--- config.mk ---
export PLATFORM = sky130hd
export DESIGN_NAME = gpu_crit_sched
export DESIGN_NICKNAME = d
export VERILOG_FILES = /design/src/rtl/gcs_pkg.sv /design/src/rtl/gcs_entry_table.sv /design/src/rtl/gcs_level_tracker.sv /design/src/rtl/gcs_picker.sv /design/src/rtl/gpu_crit_sched.sv
export SDC_FILE = /design/constraint.sdc
export NUM_CORES = 1
export LEC_CHECK = 0
export BUFFER_PORTS_ARGS = -buffer_cell sky130_fd_sc_hd__buf_2
export CAP_MARGIN = 20
export CORE_ASPECT_RATIO = 2
export CORE_MARGIN = 4
export CORE_UTILIZATION = 38
export CTS_CLUSTER_SIZE = 40
export DETAILED_ROUTE_END_ITERATION = 7
export PLACE_DENSITY = 0.52
export RECOVER_POWER = 50
export REMOVE_ABC_BUFFERS = 1
export SYNTH_ARGS = -nofsm -noshare
export SYNTH_HDL_FRONTEND = slang
export SYNTH_HIERARCHICAL = 1
export SYNTH_SLANG_ARGS = --single-unit
--- constraint.sdc ---
create_clock -name clk -period 15.7 [get_ports clk]
set_input_delay 0 -clock clk [delete_from_list [all_inputs] [get_ports clk]]
set_output_delay 0 -clock clk [all_outputs]
set_load 0.03 [all_outputs]
--- src/rtl/gcs_pkg.sv ---
package gcs_pkg;
  localparam int LVL_W   = 3;
  localparam int LVL_MAX = 7;
  localparam int PCT_W   = 7;

  // Map a core's share of the queue onto eight levels, 0 = most urgent.
  function automatic logic [LVL_W-1:0] share_to_level(input int unsigned cnt,
                                                      input int unsigned total);
    int unsigned steps;
    steps = 0;
    if (total == 0) return LVL_W'(LVL_MAX);
    for (int k = 1; k <= LVL_MAX; k++) begin
      if (cnt * 8 >= k * total) steps = k;
    end
    return LVL_W'(LVL_MAX - steps);
  endfunction
endpackage

--- src/rtl/gcs_entry_table.sv ---
module gcs_entry_table #(
  parameter int DEPTH  = 8,
  parameter int NCORE  = 4,
  localparam int IDX_W  = (DEPTH > 1) ? $clog2(DEPTH) : 1,
  localparam int CORE_W = (NCORE > 1) ? $clog2(NCORE) : 1,
  localparam int CNT_W  = $clog2(DEPTH + 1)
) (
  input  logic                             clk,
  input  logic                             rst,
  input  logic                             enq_valid,
  input  logic [IDX_W-1:0]                 enq_idx,
  input  logic [CORE_W-1:0]                enq_core,
  input  logic                             deq_valid,
  input  logic [IDX_W-1:0]                 deq_idx,
  output logic [DEPTH-1:0]                 ent_valid,
  output logic [DEPTH-1:0][CORE_W-1:0]     ent_core,
  output logic [DEPTH-1:0][DEPTH-1:0]      older,
  output logic [NCORE-1:0][CNT_W-1:0]      core_cnt,
  output logic [CNT_W-1:0]                 total
);
  logic [DEPTH-1:0] deq_hit;
  logic [DEPTH-1:0] enq_hit;

  generate
    for (genvar i = 0; i < DEPTH; i++) begin : g_slot
      assign deq_hit[i] = deq_valid && (deq_idx == IDX_W'(i)) && ent_valid[i];
      assign enq_hit[i] = enq_valid && (enq_idx == IDX_W'(i)) &&
                          (!ent_valid[i] || deq_hit[i]);

      always_ff @(posedge clk) begin
        if (rst) begin
          ent_valid[i] <= 1'b0;
          ent_core[i]  <= '0;
        end else begin
          if (enq_hit[i]) begin
            ent_valid[i] <= 1'b1;
            ent_core[i]  <= enq_core;
          end else if (deq_hit[i]) begin
            ent_valid[i] <= 1'b0;
          end
        end
      end

      // older[i][j]: slot i arrived before slot j
      for (genvar j = 0; j < DEPTH; j++) begin : g_age
        always_ff @(posedge clk) begin
          if (rst) begin
            older[i][j] <= 1'b0;
          end else if (enq_hit[i]) begin
            older[i][j] <= 1'b0;
          end else if (enq_hit[j]) begin
            older[i][j] <= 1'b1;
          end
        end
      end
    end

    for (genvar c = 0; c < NCORE; c++) begin : g_cnt
      always_comb begin
        core_cnt[c] = '0;
        for (int i = 0; i < DEPTH; i++) begin
          if (ent_valid[i] && ent_core[i] == CORE_W'(c))
            core_cnt[c] = core_cnt[c] + CNT_W'(1);
        end
      end
    end
  endgenerate

  always_comb begin
    total = '0;
    for (int c = 0; c < NCORE; c++) total = total + core_cnt[c];
  end
endmodule

--- src/rtl/gcs_level_tracker.sv ---
module gcs_level_tracker
  import gcs_pkg::*;
#(
  parameter int NCORE   = 4,
  parameter int CNT_W   = 4,
  parameter int EPOCH_W = 8
) (
  input  logic                             clk,
  input  logic                             rst,
  input  logic [NCORE-1:0][CNT_W-1:0]      core_cnt,
  input  logic [CNT_W-1:0]                 total,
  input  logic [EPOCH_W-1:0]               epoch_len,
  output logic [NCORE-1:0][LVL_W-1:0]      lvl,
  output logic                             fire
);
  logic [EPOCH_W-1:0] ep_cnt;

  assign fire = (ep_cnt >= epoch_len);

  always_ff @(posedge clk) begin
    if (rst)       ep_cnt <= '0;
    else if (fire) ep_cnt <= '0;
    else           ep_cnt <= ep_cnt + EPOCH_W'(1);
  end

  generate
    for (genvar c = 0; c < NCORE; c++) begin : g_lvl
      logic [LVL_W-1:0] lvl_next;
      assign lvl_next = share_to_level(int'(core_cnt[c]), int'(total));
      always_ff @(posedge clk) begin
        if (rst)       lvl[c] <= LVL_W'(LVL_MAX);
        else if (fire) lvl[c] <= lvl_next;
      end
    end
  endgenerate
endmodule

--- src/rtl/gcs_picker.sv ---
module gcs_picker
  import gcs_pkg::*;
#(
  parameter int DEPTH = 8,
  parameter int NCORE = 4,
  localparam int IDX_W  = (DEPTH > 1) ? $clog2(DEPTH) : 1,
  localparam int CORE_W = (NCORE > 1) ? $clog2(NCORE) : 1,
  localparam int CNT_W  = $clog2(DEPTH + 1),
  localparam int PRD_W  = CNT_W + PCT_W + 1
) (
  input  logic                             clk,
  input  logic                             rst,
  input  logic [DEPTH-1:0]                 ent_valid,
  input  logic [DEPTH-1:0][CORE_W-1:0]     ent_core,
  input  logic [DEPTH-1:0][DEPTH-1:0]      older,
  input  logic [DEPTH-1:0]                 row_hit,
  input  logic [NCORE-1:0][LVL_W-1:0]      lvl,
  input  logic [CNT_W-1:0]                 total,
  input  logic [LVL_W-1:0]                 t_cr,
  input  logic [PCT_W-1:0]                 t_ms,
  output logic [DEPTH-1:0]                 ent_crit,
  output logic                             sel_valid_o,
  output logic [IDX_W-1:0]                 sel_idx_o,
  output logic                             crit_mode_o
);
  logic [NCORE-1:0]       core_crit;
  logic [CNT_W-1:0]       n_crit;
  logic [PRD_W-1:0]       crit_pct;
  logic [PRD_W-1:0]       lim_pct;
  logic                   mode_c;
  logic [DEPTH-1:0][1:0]  key;
  logic [DEPTH-1:0]       win;
  logic [IDX_W-1:0]       win_idx;

  generate
    for (genvar c = 0; c < NCORE; c++) begin : g_core
      assign core_crit[c] = (lvl[c] <= t_cr);
    end
    for (genvar i = 0; i < DEPTH; i++) begin : g_ent
      assign ent_crit[i] = ent_valid[i] && core_crit[ent_core[i]];
      assign key[i] = {mode_c && ent_crit[i], row_hit[i]};
    end
  endgenerate

  always_comb begin
    n_crit = '0;
    for (int i = 0; i < DEPTH; i++) n_crit = n_crit + CNT_W'(ent_crit[i]);
  end

  assign crit_pct = PRD_W'(n_crit) * PRD_W'(100);
  assign lim_pct  = PRD_W'(t_ms) * PRD_W'(total);
  assign mode_c   = (crit_pct <= lim_pct);

  // Slot i wins when it beats or ties-and-predates every other occupied slot.
  generate
    for (genvar i = 0; i < DEPTH; i++) begin : g_win
      always_comb begin
        win[i] = ent_valid[i];
        for (int j = 0; j < DEPTH; j++) begin
          if (j != i && ent_valid[j]) begin
            if (key[i] < key[j]) win[i] = 1'b0;
            else if (key[i] == key[j] && !older[i][j]) win[i] = 1'b0;
          end
        end
      end
    end
  endgenerate

  always_comb begin
    win_idx = '0;
    for (int i = 0; i < DEPTH; i++) begin
      if (win[i]) win_idx = win_idx | IDX_W'(i);
    end
  end

  always_ff @(posedge clk) begin
    if (rst) begin
      sel_valid_o <= 1'b0;
      sel_idx_o   <= '0;
      crit_mode_o <= 1'b0;
    end else begin
      sel_valid_o <= |ent_valid;
      sel_idx_o   <= win_idx;
      crit_mode_o <= mode_c;
    end
  end
endmodule

--- src/rtl/gpu_crit_sched.sv ---
module gpu_crit_sched
  import gcs_pkg::*;
#(
  parameter int DEPTH   = 8,
  parameter int NCORE   = 4,
  parameter int EPOCH_W = 8,
  localparam int IDX_W  = (DEPTH > 1) ? $clog2(DEPTH) : 1,
  localparam int CORE_W = (NCORE > 1) ? $clog2(NCORE) : 1,
  localparam int CNT_W  = $clog2(DEPTH + 1)
) (
  input  logic                     clk,
  input  logic                     rst,
  input  logic                     enq_valid,
  input  logic [IDX_W-1:0]         enq_idx,
  input  logic [CORE_W-1:0]        enq_core,
  input  logic                     deq_valid,
  input  logic [IDX_W-1:0]         deq_idx,
  input  logic [DEPTH-1:0]         row_hit,
  input  logic [LVL_W-1:0]         t_cr,
  input  logic [PCT_W-1:0]         t_ms,
  input  logic [EPOCH_W-1:0]       epoch_len,
  output logic                     sel_valid_o,
  output logic [IDX_W-1:0]         sel_idx_o,
  output logic                     crit_mode_o,
  output logic [NCORE*LVL_W-1:0]   lvl_o
);
  logic [DEPTH-1:0]                ent_valid;
  logic [DEPTH-1:0][CORE_W-1:0]    ent_core;
  logic [DEPTH-1:0][DEPTH-1:0]     older;
  logic [NCORE-1:0][CNT_W-1:0]     core_cnt;
  logic [CNT_W-1:0]                total;
  logic [NCORE-1:0][LVL_W-1:0]     lvl;
  logic                            lvl_fire;
  logic [DEPTH-1:0]                ent_crit;

  gcs_entry_table #(.DEPTH(DEPTH), .NCORE(NCORE)) u_table (
    .clk(clk), .rst(rst),
    .enq_valid(enq_valid), .enq_idx(enq_idx), .enq_core(enq_core),
    .deq_valid(deq_valid), .deq_idx(deq_idx),
    .ent_valid(ent_valid), .ent_core(ent_core), .older(older),
    .core_cnt(core_cnt), .total(total)
  );

  gcs_level_tracker #(.NCORE(NCORE), .CNT_W(CNT_W), .EPOCH_W(EPOCH_W)) u_level (
    .clk(clk), .rst(rst),
    .core_cnt(core_cnt), .total(total), .epoch_len(epoch_len),
    .lvl(lvl), .fire(lvl_fire)
  );

  gcs_picker #(.DEPTH(DEPTH), .NCORE(NCORE)) u_pick (
    .clk(clk), .rst(rst),
    .ent_valid(ent_valid), .ent_core(ent_core), .older(older),
    .row_hit(row_hit), .lvl(lvl), .total(total),
    .t_cr(t_cr), .t_ms(t_ms),
    .ent_crit(ent_crit),
    .sel_valid_o(sel_valid_o), .sel_idx_o(sel_idx_o), .crit_mode_o(crit_mode_o)
  );

  assign lvl_o = lvl;
endmodule

# After elaboration in Yosys (flattened, before gate mapping)
# Index checks and enable logic that the tools add are counted.
# word_totals
register_bits	98
n_memories	0
ramBits	0
inputBits	38
romBits	0
latch_bits	0
elab_cells	778
output_inout_bits	17
# classes
add_sub_neg	43
magnitude_cmp	91
bitwise_logic	0
mul	6
n_reduce_logical	222
mux	256
shifts	0
eq_ne	87
div_mod_pow	0
# op_table
operator	n
$mux W1	181
$logic_and A1 B1 Y1	129
$mux W4	28
$eq A2 B2 Y1	49
$lt A2 B2 Y1	49
$add A4 B1 Y4 const B	24
$mux W3	29
$ge A7 B7 Y1	12
$logic_not A1 Y1	57
$ge A7 B6 Y1	8
$eq A2 B2 Y1 const B	16
$ge A7 B4 Y1	4
$ge A7 B5 Y1	4
$add A4 B1 Y4	6
$eq A3 B3 Y1 const B	8
$lt A2 B3 Y1 const B	8
$mux W2	10
$bmux W1 S2	8
$eq A2 B1 Y1 const B	8
$logic_not A2 Y1	8
$reduce_bool A2 Y1	8
$reduce_or A2 Y1	8
$mul A3 B4 Y7 const A	2
$add A4 B4 Y4	3
16 further kinds	38

# Logic depth before layout (Yosys ltp)
# Gate-level depths: netlist of run 1.
# depth
word_depth	53
ltp_mapped	57
ltp_nobuf	57

# Cells and area by module
# Netlist of run 1, hierarchy kept.
# by_module_without_submodules
mod	area_each_um2	cells_per_inst	n_inst	seq_area_each_um2
gcs_entry_table	5492.8	626	1	1601.5
gcs_picker	4021.4	518	1	100.1
gcs_level_tracker	3378.2	381	1	400.4

# Worst setup path before layout of run 1
# OpenSTA, ideal clock, no wires.
# synth_path
path_type	register to register
start	register u_table/ent_core[3] in the netlist's numbering
end	register u_pick.sel_idx_o[0]
path_slack_ps	3976
arrival_time_ps	11650
path_buffers	1
setup_ps	74
path_stages_with_launch	54
required_ps	15626
period_less_slack_ps	11724
path_cell_list	dfxtp_1 -> or3b_2 -> inv_1 -> ha_1 -> buf_6 -> xor2_1 -> ha_1 -> nor4b_1 -> a211oi_1 -> a21oi_1 -> xor2_1 -> nor2_1 -> a21oi_1 -> ha_1 -> nor2_1 -> a21oi_1 -> o22ai_1 -> xnor2_1 -> (+18 left out) -> ha_1 -> nor2b_1 -> o21ai_1 -> nand2b_1 -> a22o_1 -> o41a_1 -> xnor2_1 -> ha_1 -> a21oi_1 -> o211ai_1 -> o21ai_1 -> nand2_1 -> ha_1 -> nor2b_1 -> o22ai_1 -> a221o_1 -> o21a_1 -> a31oi_1
# synth_lines
item	line_no	source
from (decl)	gcs_entry_table.sv:16	output logic [DEPTH-1:0][CORE_W-1:0] ent_core,
from (signal, indexed assignment)	gcs_entry_table.sv:37	ent_core[i] <= enq_core;
to (signal assigned)	gcs_picker.sv:83	sel_idx_o <= win_idx;
to (decl)	gcs_picker.sv:23	output logic [IDX_W-1:0] sel_idx_o,

# Worst setup path after layout of run 1
# layout_path
start	register u_table.ent_valid[1]
end	register u_pick.sel_idx_o[1]
# layout_via
elab_chain_cells	49
elab_cells_between_ends	252
classes_between	34 x add/sub; 2 x mul; 29 x order compare; 28 x eq/ne; 118 x mux; 41 x reduce/logical
# layout_lines
item	line_no	source
from (decl)	gcs_entry_table.sv:15	output logic [DEPTH-1:0] ent_valid,
from (signal, indexed assignment)	gcs_entry_table.sv:32	ent_valid[i] <= 1'b0;
from (signal, indexed assignment)	gcs_entry_table.sv:36	ent_valid[i] <= 1'b1;
from (signal, indexed assignment)	gcs_entry_table.sv:39	ent_valid[i] <= 1'b0;
$logic_and A1 B1 Y1	gcs_entry_table.sv:62	if (ent_valid[i] && ent_core[i] == CORE_W'(c))
$mux W4	gcs_entry_table.sv:62	
$add A4 B1 Y4	gcs_entry_table.sv:63	core_cnt[c] = core_cnt[c] + CNT_W'(1);
$mux W4	gcs_entry_table.sv:62	
$add A4 B1 Y4	gcs_entry_table.sv:63	
$mux W4	gcs_entry_table.sv:62	
$add A4 B1 Y4	gcs_entry_table.sv:63	
$mux W4	gcs_entry_table.sv:62	
(+9 left out)	--	
named net total[3]	gpu_crit_sched.sv:31	logic [CNT_W-1:0] total;
(+21 left out)	--	
$mux W1	gcs_picker.sv:61	if (key[i] < key[j]) win[i] = 1'b0;
$mux W1	gcs_picker.sv:60	if (j != i && ent_valid[j]) begin
$mux W1	gcs_picker.sv:62	else if (key[i] == key[j] && !older[i][j]) win[i] = 1'b0;
$mux W1	gcs_picker.sv:61	
$mux W1	gcs_picker.sv:60	
$mux W2 (2 in series)	gcs_picker.sv:72	if (win[i]) win_idx = win_idx | IDX_W'(i);
$mux W3 (3 in series)	gcs_picker.sv:72	
$mux W3 (*)	gcs_picker.sv:72	
# The timed path passes the listed nets; every way through them passes the cells marked *.
# A chain may end at the register's enable or synchronous reset.

==> results of run 1 <==
per-layer routing:
layer | GRT usage | up-vias
met3 | 0.0240 | 151
met1 | 0.207 | 5293
met2 | 0.443 | 264
li1 | - | 5522
met5 | 0 | -
met4 | 0.172 | 0
cell type report:
type	instances	share of cell area
Timing Repair Buffer	85	0.0341
Clock buffer	9	0.0164
Inverter	107	0.0292
Tap cell	432	0.0393
Multi-Input combinational cell	1255	0.731
Sequential cell	98	0.143
Clock inverter	7	0.00701
path summary, 6_finish.rpt:
kind | from | to | slack [ps] | depth (start not counted)
worst min register to register | u_table/older[30] | u_table/older[30] | 470 | 1
worst min-delay path | deq_idx[2] | u_table/ent_valid[4] | 80 | 4
worst max register to register | u_table/ent_valid[1] | u_pick/sel_idx_o[1] | 1960 | 51
worst max-delay path | u_table/ent_valid[1] | u_pick/sel_idx_o[1] | 1960 | 51
worst register-to-register path: cells and delay by family (launching register included):
| family | cells | cell delay, ps |
|---|---|---|
| buf+inv | 3 | 200 |
| flops | 1 | 770 |
| fa+ha+maj | 13 | 4840 |
| simple gates | 12 | 2590 |
| compound gates | 15 | 3240 |
| xor+xnor | 8 | 2010 |
power breakdown:
group	internal, W	switching (W)
clock network	0.000129	0.000124
registers	0.000257	0.00000987
logic	0.000145	0.000230
per-stage QoR:
| step | utilization | total power, W |
|---|---|---|
| after floorplan | - | 0.000528 |
| after global placement | 0.408 | 0.000640 |
| after detailed placement | 0.408 | 0.000644 |
| after CTS | 0.421 | 0.000905 |
| after global routing | 0.419 | 0.000954 |
| final | 0.419 | 0.000895 |
layout by cell type, fill, tap and decap left out, drive strengths merged, types with 24 or more instances in the layout:
master,instances
xor2,39
ha,236
o22ai,39
nand3,58
and2,24
nand2,129
mux2i,26
inv,110
a21oi,82
o21a,66
o21ai,52
buf,45
dfxtp,98
fa,27
nor2b,52
nor2,93
xnor2,45
nand2b,29
clkbuf,38
state kept, by name, summed over array words and instances, names as in the netlist:
register            flops
u_level/ep_cnt          8
u_level/lvl            12
u_pick/crit_mode_o      1
u_pick/sel_idx_o        3
u_pick/sel_valid_o      1
u_table/ent_core       16
u_table/ent_valid       8
u_table/older          49
repair_timing:
action	in CTS	in global routing
resized for setup	0	0
setup endpoints to repair	0	0
hold buffers	11	0
endpoints found under the hold margin	22	0
buffers inserted	0	0
==> results.cfg, run 1 <==
[outcome]
outcome = finished, final reports clean

[global_route]
track_usage = 0.227
grt_pass1_wl_microns = 63100
grt-ovfl-total = 0
grt_pass1_vias = 11615
grt_max_degree = 39
antenna_found_initial = 0

[detailed_routing]
vias = 11230
drc_errors = 0
highest_layer = met4
ant_nets = 0
wl_met3_microns = 888
wl_met1_microns = 13800
wl_per_cell_microns = 20.5
drt_iter0_drc = 446
avgViaCountPerCell = 5.63
wirelength_microns = 40800
drtPass1Iterations = 6
wl_met2_microns = 22400

[floorplanning]
rows = 94
dieArea_sq_mm = 0.0364
initial_core_util = 0.385
core_area_sq_mm = 0.0328
die_w_microns = 137
num_io_pins = 55
die_y_microns = 266

[place]
pre_cts_ws_ps = 2030
place_inst = 1966
io_buffer_count = 54
placed_area_sq_mm = 0.0134
dp_hpwl_microns = 33100
gp_congestion = 0.933

[sta]
finalCritPeriodShare = 0.875
slew_headroom = 0.205
setup_slack_ps = 1960
slew_viol_final = 0
rsz0062_at_grt = false
period_needed_ps = 13740
worstMarginPinSlew_ps = 1190
tns_ps = 0
fin_hold_ws_ps = 82.6
setup_violations = 0
max_freq_mhz = 72.8
hold_violations = 0
skew_ps = 9.95

[min_path]
worstHoldPathType = primary input to register

[clock_tree]
h-tree-depth = 3
numCtsBuffers = 9
clock_path_buffers = 2
cts_root_buffer = clkbuf_16
clock-sinks = 98
clk_pin_slew_ps = 80
cts_tree = built
clock_latency_ps = 380

[layout]
fillers = 3373
synthToLayoutAreaGrowth_pct = 8.89
multi_input_area_sq_mm = 0.0101
regArea_sq_mm = 0.00196
instances_no_fill = 1993
final_cell_area_sq_mm = 0.0137
diodes = 0
drive_above_1_share = 0.0865
fin_nets = 1857

[yosys]
synth_area_sq_mm = 0.0126
yosysWarnings = 6
syn_area_per_cell_sq_um = 8.42
syn_inst = 1499

[setup_path]
critPathRequiredTime_ps = 16000
crit_path_end_kind = register
cp-start-kind = register
worstPathArrival_ps = 14040
slowest_stage = dfxtp_1
worst-path-buf-inv = 3
worstPathMaxFanout = 19
criticalPathCategory = register to register
slowest_delay_ps = 770
cpMostUsedCell = ha_1
critical-path-top-delay-family = adder cells

[pwr]
ir_worst_vdd_mv = 0.0658
leakage_nw = 6.07
powerDensity_mw_per_mm2 = 65.1

[job]
drv_cap = 0
Power figures use the tool's default switching activity.
==> run 2: changes to the inputs <==
--- a/config.mk
+++ b/config.mk
@@ -9,10 +9,10 @@
 export CAP_MARGIN = 20
 export CORE_ASPECT_RATIO = 2
 export CORE_MARGIN = 4
-export CORE_UTILIZATION = 38
+export CORE_UTILIZATION = 40
 export CTS_CLUSTER_SIZE = 40
 export DETAILED_ROUTE_END_ITERATION = 7
-export PLACE_DENSITY = 0.52
+export PLACE_DENSITY = 0.54
 export RECOVER_POWER = 50
 export REMOVE_ABC_BUFFERS = 1
 export SYNTH_ARGS = -nofsm -noshare
==> run 2 against run 1 <==
Against the previous run: hold slack lost 3.3 ps; sequential power is essentially flat; combinational power shrank 2%; register-to-register slack improved by 50 ps; die area is 4.8% lower; highest routed layer unchanged.
==> results.cfg, run 2 (same netlist as run 1, synthesis figures left out) <==
[pwr]
leakage_nw = 6.06
pwr-share-comb = 0.416
ir_worst_vdd_mv = 0.0742
seqPwrFrac = 0.301
pwr-share-clk = 0.283
netSwitchingFraction = 0.402
powerDensity_mw_per_mm2 = 64.6
p_int_w = 0.000531
p_sw_w = 0.000357

[min_path]
hp-start = deq_idx[2]
hold_path_end = u_table/ent_valid[4]
worstHoldPathType = primary input to register
whs_path_depth = 4

[sta]
finalCritPeriodShare = 0.872
setup_violations = 0
period_needed_ps = 13700
hold_violations = 0
rsz0062_at_grt = false
skew_ps = 17.7
max_freq_mhz = 73.0
slew_headroom = 0.250
worstMarginPinSlew_ps = 1130
fin_hold_ws_ps = 79.3
slew_viol_final = 0
tns_ps = 0

[clock_tree]
clock_path_buffers = 2
cts_resized = 0
post_cts_buffers = 0
cts_root_buffer = clkbuf_16
clk_pin_slew_ps = 90
clock_latency_ps = 390
clock-sinks = 98
cts_tree = built
h-tree-depth = 3
numCtsBuffers = 9

[global_route]
grt-ovfl-total = 0
antenna_found_initial = 0
grt_pass1_vias = 11237
grt_max_degree = 39
grt_pass1_wl_microns = 60200
track_usage = 0.224

[setup_path]
slowest_stage = dfxtp_1
criticalPathCategory = register to register
r2r_start = u_table/ent_valid[1]
startpoint = u_table/ent_valid[1]
critPathRequiredTime_ps = 16020
cpMostUsedCell = ha_1
cp-start-kind = register
crit_path_end_kind = register
reg2reg_to = u_pick/sel_idx_o[2]
worstPathMaxFanout = 19
rrSetupSlack_ps = 2000
slowest_delay_ps = 740
reg2regPathDepth = 50
worstPathArrival_ps = 14010

[detailed_routing]
vias = 11151
drtPass1Iterations = 5
wl_per_cell_microns = 19.7
ant_nets = 0
drt_iter0_drc = 477
wirelength_microns = 39000
drc_errors = 0
avgViaCountPerCell = 5.63

[place]
io_buffer_count = 54
place_inst = 1951
dp_hpwl_microns = 31600
gp_congestion = 0.927

[layout]
top_register = u_table/older
instances_no_fill = 1979
layout_commonest_cell = ha_1
synthToLayoutAreaGrowth_pct = 8.75
reg.largest.list = u_table/older (49), u_table/ent_core (16), u_level/lvl (12)
final_util = 0.443
drive_above_1_share = 0.0852
final_cell_mix = ha_1, nand2_1, inv_1
fin_nets = 1857
diodes = 0
largest_register_ffs = 49

[floorplanning]
initial_core_util = 0.408
die_w_microns = 134
rows = 91
core_area_sq_mm = 0.0310
num_io_pins = 55
dieArea_sq_mm = 0.0346
die_y_microns = 259

[job]
drv_cap = 0

[outcome]
outcome = finished, final reports clean
==> run 2: cell count changes in the layout (fill, tap and decap cells not counted), sizes merged <==
cell / previous run / this run
dlygate4sd3: 11 / 12
clkbuf: 38 / 39
clkinvlp: 1 / 2
buf: 45 / 43
clkinv: 2 / 1
==> run 2: power groups by stage <==
stage	logic [W]	registers, W	clock network [W]
floorplan	0.000255	0.000274	0
finish	0.000369	0.000267	0.000251
global route	0.000408	0.000268	0.000270
detailed placement	0.000366	0.000273	0
global placement	0.000361	0.000273	0
CTS	0.000370	0.000267	0.000262
==> run 2: routing by layer <==
metal	routed length, microns	vias up	GRT usage
met5	0	-	0
met4	2730	0	0.144
met3	802	108	0.0204
met2	22000	233	0.463
met1	13500	5268	0.200
li1	-	5542	-
==> run 2: critical path: cells and delay by family, from the launching register on <==
kind            cells  cell delay, ps
compound gates     15            3380
fa+ha+maj          11            4530
xor+xnor            8            2060
flops               1             740
simple gates       11            2450
buf+inv             5             470
==> run 2: how the worst max path moves through the flow <==
stage                     cells after the start  slack, ps                  end
after floorplan                              52       3790  u_pick/sel_idx_o[0]
after global placement                       51       2290  u_pick/sel_idx_o[1]
after detailed placement                     50       2060  u_pick/sel_idx_o[2]
after CTS                                    50       2050  u_pick/sel_idx_o[2]
after global routing                         50       1090  u_pick/sel_idx_o[2]
final                                        50       2000  u_pick/sel_idx_o[2]
==> run 2: final cells by class <==
type	instances	area [sq um]
Multi-Input combinational cell	1255	10100
Fill cell	3161	17200
Clock inverter	7	95.1
Inverter	107	402
Clock buffer	9	225
Tap cell	418	523
Sequential cell	98	1960
Timing Repair Buffer	85	470
==> run 2: what timing repair did <==
item                                   4_1_cts  5_1_grt
setup endpoints to repair                    0        0
hold buffers                                12        0
endpoints found under the hold margin       19        0
==> run 2: through the flow <==
step | power (W) | instance area, sq um | setup slack (ps)
2_1_floorplan | 0.000528 | 12400 | 3790
3_5_place_dp | 0.000639 | 13400 | 2060
4_1_cts | 0.000899 | 13800 | 2050
5_1_grt | 0.000946 | 13700 | 1090
6_report | 0.000887 | 13700 | 2000
3_3_place_gp | 0.000634 | 13400 | 2290
